[src/rtl/fxq_pkg.sv]
package fxq_pkg;
  typedef enum logic [1:0] {
    Q_ROUND = 2'b00,
    Q_RTZ   = 2'b01,
    Q_TRUNC = 2'b10,
    Q_RSVD  = 2'b11
  } qmode_e;

  typedef enum logic [1:0] {
    O_SAT   = 2'b00,
    O_ZERO  = 2'b01,
    O_WRAP  = 2'b10,
    O_RSVD  = 2'b11
  } omode_e;
endpackage

[src/rtl/fxq_round.sv]
module fxq_round
  import fxq_pkg::*;
#(
  parameter int IN_W = 16,
  parameter int DROP = 5,
  localparam int QW  = IN_W - DROP + 1
) (
  input  logic [IN_W-1:0] in_data,
  input  qmode_e          qmode,
  output logic [QW-1:0]   q_val,
  output logic            inexact
);
  localparam int HW = IN_W - DROP;

  generate
    if (DROP > 0) begin : g_drop
      logic [DROP-1:0] frac;
      logic [DROP-1:0] below_half;
      logic [HW-1:0]   hi;
      logic            half, rest, neg, inc;

      assign frac       = in_data[DROP-1:0];
      assign hi         = in_data[IN_W-1:DROP];
      assign below_half = frac << 1;
      assign half       = frac[DROP-1];
      assign rest       = |below_half;
      assign neg        = in_data[IN_W-1];

      always_comb begin
        case (qmode)
          Q_ROUND: inc = half;
          Q_RTZ:   inc = half & (rest | neg);
          default: inc = 1'b0;
        endcase
      end

      assign q_val   = {hi[HW-1], hi} + {{HW{1'b0}}, inc};
      assign inexact = |frac;
    end else begin : g_nodrop
      logic unused_mode;
      assign unused_mode = ^qmode;
      assign q_val   = {in_data[IN_W-1], in_data};
      assign inexact = 1'b0;
    end
  endgenerate
endmodule

[src/rtl/fxq_limit.sv]
module fxq_limit
  import fxq_pkg::*;
#(
  parameter int QW    = 12,
  parameter int OUT_W = 8
) (
  input  logic [QW-1:0]    q_val,
  input  omode_e           omode,
  output logic [OUT_W-1:0] res,
  output logic             ovf
);
  localparam int TOPW = QW - OUT_W + 1;
  localparam logic [OUT_W-1:0] MAXV = {1'b0, {(OUT_W-1){1'b1}}};
  localparam logic [OUT_W-1:0] MINV = {1'b1, {(OUT_W-1){1'b0}}};

  logic [TOPW-1:0] top;
  logic            in_range;

  assign top      = q_val[QW-1:OUT_W-1];
  assign in_range = (&top) | ~(|top);
  assign ovf      = ~in_range;

  always_comb begin
    res = q_val[OUT_W-1:0];
    if (!in_range) begin
      case (omode)
        O_SAT:   res = q_val[QW-1] ? MINV : MAXV;
        O_ZERO:  res = '0;
        default: res = q_val[OUT_W-1:0];
      endcase
    end
  end
endmodule

[src/rtl/fxq_requant.sv]
module fxq_requant
  import fxq_pkg::*;
#(
  parameter int IN_W  = 16,
  parameter int IN_I  = 4,
  parameter int OUT_W = 8,
  parameter int OUT_I = 1
) (
  input  logic             clk,
  input  logic             rst_n,
  input  logic             in_valid,
  input  logic [IN_W-1:0]  in_data,
  input  logic [1:0]       quant_mode,
  input  logic [1:0]       ovf_mode,
  output logic             out_valid,
  output logic [OUT_W-1:0] out_data,
  output logic             out_ovf,
  output logic             out_inexact
);
  localparam int IN_F  = IN_W - IN_I;
  localparam int OUT_F = OUT_W - OUT_I;
  localparam int DROP  = IN_F - OUT_F;
  localparam int QW    = IN_W - DROP + 1;
  localparam logic [OUT_W-1:0] MAXV = {1'b0, {(OUT_W-1){1'b1}}};
  localparam logic [OUT_W-1:0] MINV = {1'b1, {(OUT_W-1){1'b0}}};

  logic [QW-1:0]    q_val;
  logic             q_inexact;
  logic [OUT_W-1:0] lim_res;
  logic             lim_ovf;

  logic             valid_d;
  logic [OUT_W-1:0] data_d;
  logic             ovf_d, inexact_d;

  fxq_round #(.IN_W(IN_W), .DROP(DROP)) u_round (
    .in_data (in_data),
    .qmode   (qmode_e'(quant_mode)),
    .q_val   (q_val),
    .inexact (q_inexact)
  );

  fxq_limit #(.QW(QW), .OUT_W(OUT_W)) u_limit (
    .q_val (q_val),
    .omode (omode_e'(ovf_mode)),
    .res   (lim_res),
    .ovf   (lim_ovf)
  );

  always_comb begin
    valid_d   = in_valid;
    data_d    = out_data;
    ovf_d     = out_ovf;
    inexact_d = out_inexact;
    if (in_valid) begin
      data_d    = lim_res;
      ovf_d     = lim_ovf;
      inexact_d = q_inexact;
    end
  end

  always_ff @(posedge clk or negedge rst_n) begin
    if (!rst_n) begin
      out_valid   <= 1'b0;
      out_data    <= '0;
      out_ovf     <= 1'b0;
      out_inexact <= 1'b0;
    end else begin
      out_valid   <= valid_d;
      out_data    <= data_d;
      out_ovf     <= ovf_d;
      out_inexact <= inexact_d;
    end
  end

  p_valid_lat_r11: assert property (@(posedge clk) disable iff (!rst_n)
    out_valid == $past(in_valid));

  p_hold_r11: assert property (@(posedge clk) disable iff (!rst_n)
    !$past(in_valid) |-> ($stable(out_data) && $stable(out_ovf) && $stable(out_inexact)));

  p_sat_limit_r5: assert property (@(posedge clk) disable iff (!rst_n)
    (out_valid && out_ovf && $past(ovf_mode) == 2'b00) |->
      (out_data == MAXV || out_data == MINV));

  p_zero_r6: assert property (@(posedge clk) disable iff (!rst_n)
    (out_valid && out_ovf && $past(ovf_mode) == 2'b01) |-> (out_data == '0));

  p_exact_r1: assert property (@(posedge clk) disable iff (!rst_n)
    (out_valid && !out_ovf && !out_inexact) |->
      (out_data == $past(in_data[OUT_W+DROP-1:DROP])));

  p_wrap_r7: assert property (@(posedge clk) disable iff (!rst_n)
    (out_valid && !out_inexact && $past(ovf_mode[1])) |->
      (out_data == $past(in_data[OUT_W+DROP-1:DROP])));
endmodule

[config.mk]
export PLATFORM = sky130hd
export DESIGN_NAME = fxq_requant
export DESIGN_NICKNAME = d
export VERILOG_FILES = /design/src/rtl/fxq_pkg.sv /design/src/rtl/fxq_round.sv /design/src/rtl/fxq_limit.sv /design/src/rtl/fxq_requant.sv
export SDC_FILE = /design/constraint.sdc
export NUM_CORES = 1
export LEC_CHECK = 0
export CAP_MARGIN = 20
export CORE_MARGIN = 1
export CORE_UTILIZATION = 39
export CTS_CLUSTER_SIZE = 30
export DETAILED_ROUTE_END_ITERATION = 7
export PLACE_DENSITY = 0.78
export SYNTH_ARGS = -nofsm -noshare
export SYNTH_HDL_FRONTEND = slang
export SYNTH_HIERARCHICAL = 1
export SYNTH_SLANG_ARGS = --single-unit
[constraint.sdc]
create_clock -name clk -period 0.8 [get_ports clk]
set_input_delay 0.16 -clock clk [delete_from_list [all_inputs] [get_ports clk]]
set_output_delay 0.16 -clock clk [all_outputs]
set_load 0.01 [all_outputs]
==> summary.md <==
| Metric | Value |
|---|---|
| VDD IR-drop max | `1120 uV` |
| Worst hold path type | `input port to async pin` |
| DRT antenna net count | `0` |
| Reg-to-Reg End | `out_ovf$_DFFE_PN0P_` |
| Flop-to-flop setup slack | `-100 ps` |
| Top area cells in the synthesized netlist | `dfrtp_1, mux2_4, xnor2_1, nand3b_1, nand3_1` |
| Worst endpoint data arrival time | `2220 ps` |
| Pleak | `0.706 nW` |
| Final Hold Fails | `0` |
| H-tree depth | `1` |
| Yosys warns | `6` |
| Total grt overflow | `0` |
| Largest family of logic cells by synthesized area | `simple AND/OR/NAND/NOR gates` |
| Final setup fails | `21` |
| Vias | `965` |
| Sequential area share after synthesis | `30.1%` |
| Initial Utilization | `41.4%` |
| Async set-reset flop share out of synthesis | `100%` |
| Setup crit start | `in_data[0]` |
| Pwr dens | `1130 nW/um^2` |
| Post-synth EDFFs | `0` |
| Fmax | `0.487 GHz` |
| Vias per cell | `5.42` |
| Worst r2r src | `out_ovf$_DFFE_PN0P_` |
| Hold_buf cts | `0` |
| Slew margin rel. | `78.8%` |
| Clock Skew | `0 ps` |
| WL per Instance | `14.7 um` |
| Commonest cells in the netlist | `nand2_1, dfrtp_1, mux2_4, nand3_1, xnor2_1` |
| CORE AREA | `2210 um^2` |
| DIE AREA | `2550 um^2` |
| Residual DRC | `0` |
| Cell Area, Synth | `916 um^2` |
| Netlist cell types | `25` |
| I/O pins | `34` |
| Die X | `50.5 um` |
| Post-DP HPWL | `1900 um` |
| Share of cells above drive strength 1 | `54.7%` |
| Pre-Repair DR Iteration Count | `5` |
| Post-Synth Adder-Cell Area | `2.73%` |
| DR iter-0 viols | `21` |
| Nets | `176` |
| Antenna violations before repair | `0` |
| Failing checks | `setup timing` |
| Die H | `50.5 um` |
| Pre-CTS setup slack | `-2110 ps` |
| RSZ-0062 raised after global routing | `yes` |
| Final cycle utilization of the critical path | `257%` |
| CP Capture Type | `register` |
| Status | `complete, but fails checks` |
| Syn nets | `116` |
| Critical path fanouts, max | `7` |
| Post-synth top area cell | `dfrtp_1` |
| Primary FF master, synth | `dfrtp_1` |
| Total power | `1.75 mW` |
| P&R area growth vs syn | `68.9%` |
| Clk slew on worst S/H paths | `80 ps` |
| Synth Area in XOR/XNOR | `8.61%` |
| Post-synthesis compound-gate area fraction | `2.46%` |
| Post-synthesis register bit count | `11` |
| Number of CTS-inserted buffers | `3` |
| Final GP Congestion | `0.785` |
| Crit start category | `input port` |
| Clock root buffer master | `clkbuf_4` |
| Critical path class | `input port to register` |
| Worst Reg2Reg Path Length in Cells | `2` |
| Post-synth top area share | `30.1%` |
| Worst-skew pair later-pin latency | `280 ps` |
| Row count | `17` |
| Maximum number of pins on one net before global-route repair | `12` |
| CTS tree | `done` |
| Clock Tree Buf Depth | `2` |
| WL final | `2620 um` |
| Fin util | `69.9%` |
| Mux cell area share after synthesis | `17.5%` |
| Worst-margin pin slew | `316 ps` |
| Post-synthesis simple-gate area fraction | `32.5%` |
| # diodes | `0` |
| GRT Total Usage | `22.9%` |
| Worst Setup Slack, final | `-1250 ps` |
| Sink Count | `11` |
| PortBufs | `33` |
| First-pass GRT wire length | `4300 um` |
| Max-cap violations | `0` |
| Worst Path Required | `960 ps` |
| Minimum clock period | `2050 ps` |
| Cell count after synthesis | `91` |
| Mean post-synth cell area | `10.1 um^2` |
| Vias in the first global route | `973` |
| Top-count cell post-synth | `nand2_1` |
| Final slew viol count | `0` |
## how the worst max path moves through the flow
stage	cells after the start	slack [ps]	to
finish	11	-1250	out_data[2]$_DFFE_PN0P_
global route	11	-1340	out_data[2]$_DFFE_PN0P_
CTS	11	-1180	out_data[2]$_DFFE_PN0P_
detailed placement	11	-2110	out_data[2]$_DFFE_PN0P_
global placement	11	-2050	out_data[2]$_DFFE_PN0P_
floorplan	11	-1460	out_data[0]$_DFFE_PN0P_
## flip-flops by register name, indices dropped and copies added, names as in the netlist
register	flops
out_inexact	1
out_valid	1
out_data	8
out_ovf	1
## critical path, stage by stage
cell and delay [ps]:
buf_6 90, nor4_4 300, a311oi_2 140, ha_2 220
ha_4 160, nand4_1 120, xnor2_2 110, nor4_4 250
or4_4 230, nand4_1 150, mux2_4 290
## routing by layer
metal	vias up	share of wire, %	track usage, %
met5	-	0	0
met4	0	1.8	5.09
met3	4	5.7	6.97
met2	37	53	41.3
met1	468	40	26.3
li1	456	-	-
## cells by family (layout without fill, tap and decap cells)
kind of cell	count (synthesis)	after routing
simple gates	47	47
mux	11	11
flops	11	11
xor+xnor	9	9
buf+inv	8	67
compound gates	3	3
fa+ha+maj	2	2
## power by group
group	total [mW]	switching, mW	internal (mW)	leakage, nW
Combinational	0.699	0.283	0.416	0.563
Clock	0.400	0.207	0.193	0.0150
Sequential	0.649	0.0321	0.617	0.129
## per-stage QoR
| stage | hold WS (ps) | TNS [ps] | area (um^2) | std cells |
|---|---|---|---|---|
| finish | 208 | -12210 | 1550 | 178 |
| CTS | 206 | -11870 | 1530 | 177 |
| detailed placement | 502 | -21680 | 1470 | 165 |
| global route | 209 | -13560 | 1550 | 178 |
| global placement | 495 | -21030 | 1470 | 165 |
| floorplan | -136 | -12690 | 993 | 91 |
## placed cells by master (no fill, tap or decap)
cell / synthesis / final
nand3_2: 0 / 2
mux2_4: 10 / 10
nand4_2: 3 / 3
xor2_1: 1 / 1
ha_2: 0 / 1
buf_4: 1 / 25
a41oi_2: 0 / 1
buf_6: 3 / 3
dlygate4sd2_1: 0 / 2
nand4_1: 7 / 7
nand3_1: 10 / 8
dfrtp_1: 11 / 11
o21ai_2: 0 / 1
ha_4: 0 / 1
mux2i_1: 1 / 1
nand3b_1: 7 / 7
xnor2_2: 0 / 4
clkbuf_4: 0 / 3
nor4_4: 1 / 2
a311oi_2: 0 / 1
bufbuf_16: 0 / 1
and2_4: 0 / 1
or4_4: 0 / 1
buf_2: 0 / 15
inv_2: 0 / 2
nor2_1: 1 / 1
xnor2_1: 8 / 4
clkdlybuf4s15_1: 0 / 1
clkbuf_1: 2 / 1
and3_1: 1 / 1
nand2_2: 0 / 1
clkdlybuf4s50_1: 0 / 12
nand2_1: 12 / 11
buf_12: 0 / 2
and4_4: 0 / 2
## layout make-up
class                      count  area (um^2)
sequential                    11          275
clock buffer                   4         26.3
fill                         178          666
inverter                       2         7.51
timing repair buffer          61          517
multi-input combinational     72          686
tap                           28         35.0
## timing repair
item / 4_1_cts / 5_1_grt
setup buffers: 6 / 2
endpoints found under the setup margin: 21 / 21
resized for setup: 91 / 2
gates cloned: 2 / 0
pin swaps: 16 / 5
No activity file was read; power rests on OpenSTA's default activity.
